## src/rtl/rxs_pkg.sv

```systemverilog
// Package: shared entry type and sizes of the receive buffer.
// Assumes a byte-wide character and two per-character error tags.
package rxs_pkg;
    localparam int DATA_W = 8;

    typedef struct packed {
        logic              ferr;
        logic              perr;
        logic [DATA_W-1:0] data;
    } rx_entry_t;
endpackage

```

## src/rtl/rxs_mode.sv

```systemverilog
// Mode tracker: registers the FIFO-enable input and pulses a flush for one
// cycle whenever it changes. Assumes fifo_en is synchronous to clk.
module rxs_mode (
    input  logic clk,
    input  logic rst_n,
    input  logic fifo_en,
    output logic fifo_en_q,
    output logic flush
);
    // Register the mode so that a change can be detected.
    always_ff @(posedge clk) begin
        if (!rst_n) fifo_en_q <= 1'b0;
        else        fifo_en_q <= fifo_en;
    end

    // A flush is requested in the cycle the input differs from its registered copy.
    always_comb flush = (fifo_en != fifo_en_q);
endmodule

```

## src/rtl/rxs_store.sv

```systemverilog
// Character storage: circular buffer of DEPTH tagged entries. Its usable
// capacity is DEPTH in FIFO mode and 1 in holding-register mode. It reports
// overrun attempts and the tags of each entry as it becomes the head.
// Assumes DEPTH >= 2 and at most one strobe of each kind per cycle.
module rxs_store
    import rxs_pkg::*;
#(
    parameter int DEPTH = 16
) (
    input  logic              clk,
    input  logic              rst_n,
    input  logic              fifo_mode,
    input  logic              flush,
    input  logic              wr,
    input  rx_entry_t         wr_ent,
    input  logic              rd,
    output logic [DATA_W-1:0] rd_data,
    output logic              not_empty,
    output logic              ovr_evt,
    output logic              head_new,
    output logic              head_perr,
    output logic              head_ferr
);
    localparam int AW = (DEPTH > 1) ? $clog2(DEPTH) : 1;
    localparam int CW = $clog2(DEPTH + 1);
    localparam logic [AW-1:0] LAST = AW'(DEPTH - 1);

    rx_entry_t         mem [DEPTH];
    logic [AW-1:0]     wp, rp, rp_nx, wp_nx;
    logic [CW-1:0]     cnt, cap;
    logic              full, push, pop;
    logic [DATA_W-1:0] last_q;

    // Capacity follows the registered mode.
    always_comb cap = fifo_mode ? CW'(DEPTH) : CW'(1);

    // Occupancy and accepted operations; a flush blocks both.
    always_comb begin
        full    = (cnt >= cap);
        push    = wr && !full && !flush;
        pop     = rd && (cnt != '0) && !flush;
        ovr_evt = wr && full && !flush;
        rp_nx   = (rp == LAST) ? '0 : rp + 1'b1;
        wp_nx   = (wp == LAST) ? '0 : wp + 1'b1;
    end

    // Head-change detection and the tags of the new head.
    always_comb begin
        head_new = push && (cnt == '0) || pop && ((cnt > CW'(1)) || push);
        if (cnt > CW'(1)) begin
            head_perr = mem[rp_nx].perr;
            head_ferr = mem[rp_nx].ferr;
        end else begin
            head_perr = wr_ent.perr;
            head_ferr = wr_ent.ferr;
        end
    end

    // Write the storage array (no reset needed for data).
    always_ff @(posedge clk) begin
        if (push) mem[wp] <= wr_ent;
    end

    // Advance pointers and the occupancy count, or clear them on flush.
    always_ff @(posedge clk) begin
        if (!rst_n || flush) begin
            wp  <= '0;
            rp  <= '0;
            cnt <= '0;
        end else begin
            if (push) wp <= wp_nx;
            if (pop)  rp <= rp_nx;
            case ({push, pop})
                2'b10:   cnt <= cnt + 1'b1;
                2'b01:   cnt <= cnt - 1'b1;
                default: cnt <= cnt;
            endcase
        end
    end

    // Remember the value of the last read so that an empty read repeats it.
    always_ff @(posedge clk) begin
        if (!rst_n)   last_q <= '0;
        else if (pop) last_q <= mem[rp].data;
    end

    // Buffer output: the head when stored data exists, else the last value read.
    always_comb begin
        not_empty = (cnt != '0);
        rd_data   = not_empty ? mem[rp].data : last_q;
    end

    // occupancy never exceeds the depth.
    p_no_overflow_r4: assert property (@(posedge clk) disable iff (!rst_n)
        cnt <= CW'(DEPTH));
    // holding-register mode never holds more than one character.
    p_hold_one_r5: assert property (@(posedge clk) disable iff (!rst_n)
        !fifo_mode |-> cnt <= CW'(1));
    // a flush empties the storage.
    p_flush_empty_r10: assert property (@(posedge clk) disable iff (!rst_n)
        flush |=> cnt == '0);
    // an empty read does not move the read pointer.
    p_empty_read_r9: assert property (@(posedge clk) disable iff (!rst_n)
        (rd && cnt == '0 && !flush) |=> $stable(rp));
endmodule

```

## src/rtl/rxs_status.sv

```systemverilog
// Line-status error bits: overrun, parity and framing. Each bit is set by
// its event, cleared by a status read, and the event wins over the read.
// Assumes the event inputs are single-cycle qualified pulses.
module rxs_status (
    input  logic clk,
    input  logic rst_n,
    input  logic ovr_evt,
    input  logic head_new,
    input  logic head_perr,
    input  logic head_ferr,
    input  logic stat_rd,
    output logic oe,
    output logic pe,
    output logic fe
);
    logic set_pe, set_fe;

    // Error bits latch from a new head entry's tags.
    always_comb begin
        set_pe = head_new && head_perr;
        set_fe = head_new && head_ferr;
    end

    // Sticky error bits with read-clear; a set in the same cycle has priority.
    always_ff @(posedge clk) begin
        if (!rst_n) begin
            oe <= 1'b0;
            pe <= 1'b0;
            fe <= 1'b0;
        end else begin
            oe <= ovr_evt ? 1'b1 : (stat_rd ? 1'b0 : oe);
            pe <= set_pe  ? 1'b1 : (stat_rd ? 1'b0 : pe);
            fe <= set_fe  ? 1'b1 : (stat_rd ? 1'b0 : fe);
        end
    end

    // an overrun event leaves the bit set even with a concurrent read.
    p_oe_wins_r8: assert property (@(posedge clk) disable iff (!rst_n)
        ovr_evt |=> oe);
    // a read with no concurrent event clears the overrun bit.
    p_rd_clears_r7: assert property (@(posedge clk) disable iff (!rst_n)
        (stat_rd && !ovr_evt) |=> !oe);
    // a clean head without a read cannot clear a set parity bit.
    p_pe_sticky_r6: assert property (@(posedge clk) disable iff (!rst_n)
        (pe && !stat_rd) |=> pe);
endmodule

```

## src/rtl/uart_rx_stat.sv

```systemverilog
// Top of the receive buffer and line status: tracks the mode, stores tagged
// characters and maintains the 4-bit status {fe, pe, oe, dr}.
// Assumes single-cycle strobes from the shift register and the CPU side.
module uart_rx_stat
    import rxs_pkg::*;
#(
    parameter int DEPTH = 16
) (
    input  logic              clk,
    input  logic              rst_n,
    input  logic              fifo_en,
    input  logic              chr_vld,
    input  logic [DATA_W-1:0] chr_data,
    input  logic              chr_perr,
    input  logic              chr_ferr,
    input  logic              buf_rd,
    input  logic              stat_rd,
    output logic [DATA_W-1:0] buf_q,
    output logic [3:0]        stat_q
);
    logic      mode_q, flush, dr, ovr_evt, head_new, head_perr, head_ferr;
    logic      oe, pe, fe;
    rx_entry_t in_ent;

    // Pack the incoming character with its tags.
    always_comb in_ent = '{ferr: chr_ferr, perr: chr_perr, data: chr_data};

    rxs_mode u_mode (
        .clk       (clk),
        .rst_n     (rst_n),
        .fifo_en   (fifo_en),
        .fifo_en_q (mode_q),
        .flush     (flush)
    );

    rxs_store #(.DEPTH(DEPTH)) u_store (
        .clk       (clk),
        .rst_n     (rst_n),
        .fifo_mode (mode_q),
        .flush     (flush),
        .wr        (chr_vld),
        .wr_ent    (in_ent),
        .rd        (buf_rd),
        .rd_data   (buf_q),
        .not_empty (dr),
        .ovr_evt   (ovr_evt),
        .head_new  (head_new),
        .head_perr (head_perr),
        .head_ferr (head_ferr)
    );

    rxs_status u_stat (
        .clk       (clk),
        .rst_n     (rst_n),
        .ovr_evt   (ovr_evt),
        .head_new  (head_new),
        .head_perr (head_perr),
        .head_ferr (head_ferr),
        .stat_rd   (stat_rd),
        .oe        (oe),
        .pe        (pe),
        .fe        (fe)
    );

    // Assemble the line status output.
    always_comb stat_q = {fe, pe, oe, dr};

    // data-ready drops after a read of the only stored character.
    p_dr_drop_r3: assert property (@(posedge clk) disable iff (!rst_n)
        (dr && buf_rd && !chr_vld && !flush && $past(!dr)) |=> !dr);
endmodule

```

## config.mk

```make
export PLATFORM = sky130hd
export DESIGN_NAME = uart_rx_stat
export DESIGN_NICKNAME = d
export VERILOG_FILES = /design/src/rtl/rxs_pkg.sv /design/src/rtl/rxs_mode.sv /design/src/rtl/rxs_store.sv /design/src/rtl/rxs_status.sv /design/src/rtl/uart_rx_stat.sv
export SDC_FILE = /design/constraint.sdc
export NUM_CORES = 1
export LEC_CHECK = 0
export BUFFER_PORTS_ARGS = -buffer_cell sky130_fd_sc_hd__clkbuf_2
export CELL_PAD_IN_SITES_DETAIL_PLACEMENT = 1
export CELL_PAD_IN_SITES_GLOBAL_PLACEMENT = 2
export CORE_MARGIN = 2
export CORE_UTILIZATION = 40
export DETAILED_ROUTE_END_ITERATION = 16
export HOLD_SLACK_MARGIN = 0.06
export PLACE_DENSITY_LB_ADDON = 0.1
export SLEW_MARGIN = 30
export SYNTH_ARGS = -nofsm -noshare
export SYNTH_HDL_FRONTEND = slang
export SYNTH_SLANG_ARGS = --single-unit
```

## constraint.sdc

```tcl
create_clock -name clk -period 4.5 [get_ports clk]
set_clock_uncertainty 0.1 [all_clocks]
set_input_delay 0.9 -clock clk [delete_from_list [all_inputs] [get_ports clk]]
set_output_delay 0.9 -clock clk [all_outputs]
set_load 0.01 [all_outputs]
```

==> out/summary.txt <==
status - completed
WP depth - 5
Ys Warns - 0
H-tree depth - 4
DRT iter0 DRCs - 319
Num CTS Buffers - 17
crit-path cells - buf_12 > mux4_2 > mux4_2 > mux2_4 > clkbuf_2
Filler cells - 1819
die width - 143 um
multi-input logic area - 2150 um^2
#FFs+latches synth - 189
io pins - 28
Int Pwr - 0.00282 W
DRT Pass-1 Iters - 4
Clk pwr share - 0.432
NumNets Final - 513
post-CTS setup buffer count - 0
GRT Total Usage - 0.193
CTS Buffer Depth - 2
crit path max-delay cell type - dfxtp_2
Fin. Hold Viols - 0
total power per unit cell area - 416 nW/um^2
Critical Path Sink Type - primary output
actual slew at the worst max-slew pin - 880 ps
Gate Count Post-Synth - 457
Core ar. - 18800 um^2
fin crit share - 0.851
crit start category - register
synthesized area - 7740 um^2
Starting Density - 0.411
Final WS setup - 670 ps
Max-cap violations - 0
die footprint - 20500 um^2
fraction of registers with async set/reset - 0
Final ANT Viol Nets - 0
Leakage - 2.86 nW
I/O Buffers - 27
Critical Path Max Stage Delay - 600 ps
Worst R2R End - u_store.mem[1][6]$_DFFE_PP_
CP top delay family - multiplexers
post-DP HPWL - 11700 um
initial antenna violation count - 0
Logic pwr share - 0.042
vias in the first global route - 4273
most frequent cell on the critical path - mux4_2
Net Switching - 0.000823 W
RSZ-0062 raised after global routing - false
sequential power share - 0.526
via count - 4092
Residual DRC - 0
Mean Syn Cell Area - 16.9 um^2
Distinct cells, synth - 41
most area-hungry cell type in the Yosys netlist - edfxtp_1
Sink Count - 189
hold crit path type - reg2reg
WP buf/inv - 2
largest net degree at the start of global routing - 33
Max FO, Critical Path - 22
CP Data Arrival Time - 2830 ps
total length of routed wires - 18200 um
count of flip-flops with a built-in enable after synthesis - 160
Worst Setup EP - buf_q[3]
CTS tree - built
reg-to-reg critical path startpoint - u_store.cnt[0]$_SDFFE_PP0P_
Via density - 5.40
PnR Total Power - 0.00364 W
Root Driver - clkbuf_16
num rows - 50
WL/cell - 24.1 um
area grow syn2layout - 12.9%
CTS resizes - 0
reg2reg path depth - 8
setup TNS - 0 ps
register area share after synthesis - 0.695
Sw Share - 0.226
layout cells sized above 1 - 0.239
critical path type - reg2out
routability cong. - 0.717
Final Max Tran Viols - 0
post-route minimum period - 3830 ps
Reg clk slew, reported paths - 70 ps
dpl cells - 726
Max Fclk - 0.261 GHz
synth top area cells - edfxtp_1 (62%), mux4_2 (12%), dfxtp_1 (7.5%)
die height - 143 um
DP Worst Slack - 1070 ps
final setup violation count - 0
worst vdd ir - 0.000274 V
ys flop type - edfxtp_1
global route overflow - 0
syn nets - 485
Post-CTS Hold Buffers - 0
first-pass GRT wire length - 27800 um
post-synth top area share - 0.620
required time of the critical path - 3500 ps
antenna cells - 0
hold slack - 359 ps
worst relative slew slack - 0.413
Skew-Pair Late Insertion Delay - 430 ps
fin cells - 758
worst reg-to-reg setup slack - 1210 ps
Sequential Area - 5390 um^2
metal layers:
layer / global-route usage / vias up / wire (um)
li1: - / 1838 / -
met1: 0.278 / 2146 / 8400
met2: 0.301 / 94 / 8660
met3: 0.0339 / 14 / 928
met4: 0.0604 / 0 / 248
met5: 0 / - / 0
logic make-up after synthesis:
kind of cell               count (synthesis)  synth area share
buffers and inverters                     42            0.0273
AOI/OAI and AO/OA                         61            0.0499
muxes                                     57             0.144
xor gates and xnor gates                   8           0.00905
DFF                                      189             0.695
and+or+nand+nor                           88            0.0549
adders and majority gates                 12            0.0194
worst min-delay path by stage:
stage | from | endpoint | depth (start not counted) | slack [ps]
after floorplan | u_store.last_q[0]$_SDFFE_PN0P_ | u_store.last_q[0]$_SDFFE_PN0P_ | 2 | 330
after global placement | u_store.last_q[4]$_SDFFE_PN0P_ | u_store.last_q[4]$_SDFFE_PN0P_ | 2 | 340
after detailed placement | u_store.last_q[1]$_SDFFE_PN0P_ | u_store.last_q[1]$_SDFFE_PN0P_ | 2 | 350
after CTS | u_store.last_q[1]$_SDFFE_PN0P_ | u_store.last_q[1]$_SDFFE_PN0P_ | 2 | 360
after global routing | u_store.last_q[4]$_SDFFE_PN0P_ | u_store.last_q[4]$_SDFFE_PN0P_ | 2 | 370
final | u_store.last_q[1]$_SDFFE_PN0P_ | u_store.last_q[1]$_SDFFE_PN0P_ | 2 | 360
metrics by stage:
stage	utilization	area [um^2]
4_1_cts	0.464	8740
5_1_grt	0.464	8740
3_5_place_dp	0.431	8120
2_1_floorplan	-	7740
3_3_place_gp	0.431	8120
6_report	0.464	8740
worst min-delay path: cells and delay by family (launching register included):
kind,cells,cell delay [ps]
AOI/OAI and AO/OA,1,50
DFF,1,310
and+or+nand+nor,1,50
layout by cell type, fill, tap and decap left out, types with 2 or more instances in the layout:
master	n
nand3_1	6
o22ai_1	5
nor2b_1	4
xnor2_1	4
a211oi_1	2
inv_8	3
buf_4	6
a31oi_1	3
dfxtp_1	28
o221ai_1	4
a21oi_1	19
or3_1	2
clkbuf_2	27
nand2b_1	2
and2_1	11
nor4b_1	2
mux2i_1	5
xor2_1	4
nor3_1	4
clkinv_8	2
o211ai_1	2
o2111ai_1	2
inv_1	17
nor2_1	15
mux2_2	4
and3_1	10
inv_6	6
mux2_4	8
nand2_1	32
mux4_2	40
bufinv_16	2
o21ai_0	10
edfxtp_1	160
ha_1	12
clkbuf_16	17
a21boi_1	8
final cells by class:
cell class                      instances  share of cell area
Clock inverter                         15              0.0223
Sequential cell                       189               0.616
Timing Repair Buffer                   34              0.0229
Multi-Input combinational cell        226               0.246
Clock buffer                           17              0.0486
Inverter                               17             0.00730
Tap cell                              260              0.0372
synth_stat cells (2+ instances only):
master	count
mux4_2	40
xor2_1	4
a21oi_1	19
nor2b_1	4
dfxtp_1	29
mux2_2	4
nor4b_1	2
a21boi_1	8
or3_1	2
o2111ai_1	2
o22ai_1	5
nor3_1	4
nor2_1	15
o221ai_1	4
buf_1	4
a211oi_1	2
and2_1	11
ha_1	12
mux2_4	8
buf_6	3
nand2b_1	2
inv_1	17
edfxtp_1	160
buf_2	4
nand2_1	32
o211ai_1	2
clkbuf_1	9
buf_4	4
xnor2_1	4
and3_1	10
o21ai_0	10
mux2i_1	5
a31oi_1	3
nand3_1	6
power by group through the flow:
stage / registers (W) / logic (W) / clock network (W)
2_1_floorplan: 0.00195 / 0.0000947 / 0
3_3_place_gp: 0.00196 / 0.000152 / 0
3_5_place_dp: 0.00196 / 0.000155 / 0
4_1_cts: 0.00192 / 0.000156 / 0.00161
5_1_grt: 0.00192 / 0.000170 / 0.00166
6_report: 0.00192 / 0.000153 / 0.00157
sequential cells by signal, indices dropped and copies added, names as in the netlist, 4 cells and up, named ones only:
signal and cells:
u_store.cnt 5, u_store.last_q 8, u_store.mem 160, u_store.rp 4, u_store.wp 4
(Power assumes the default switching activity.)
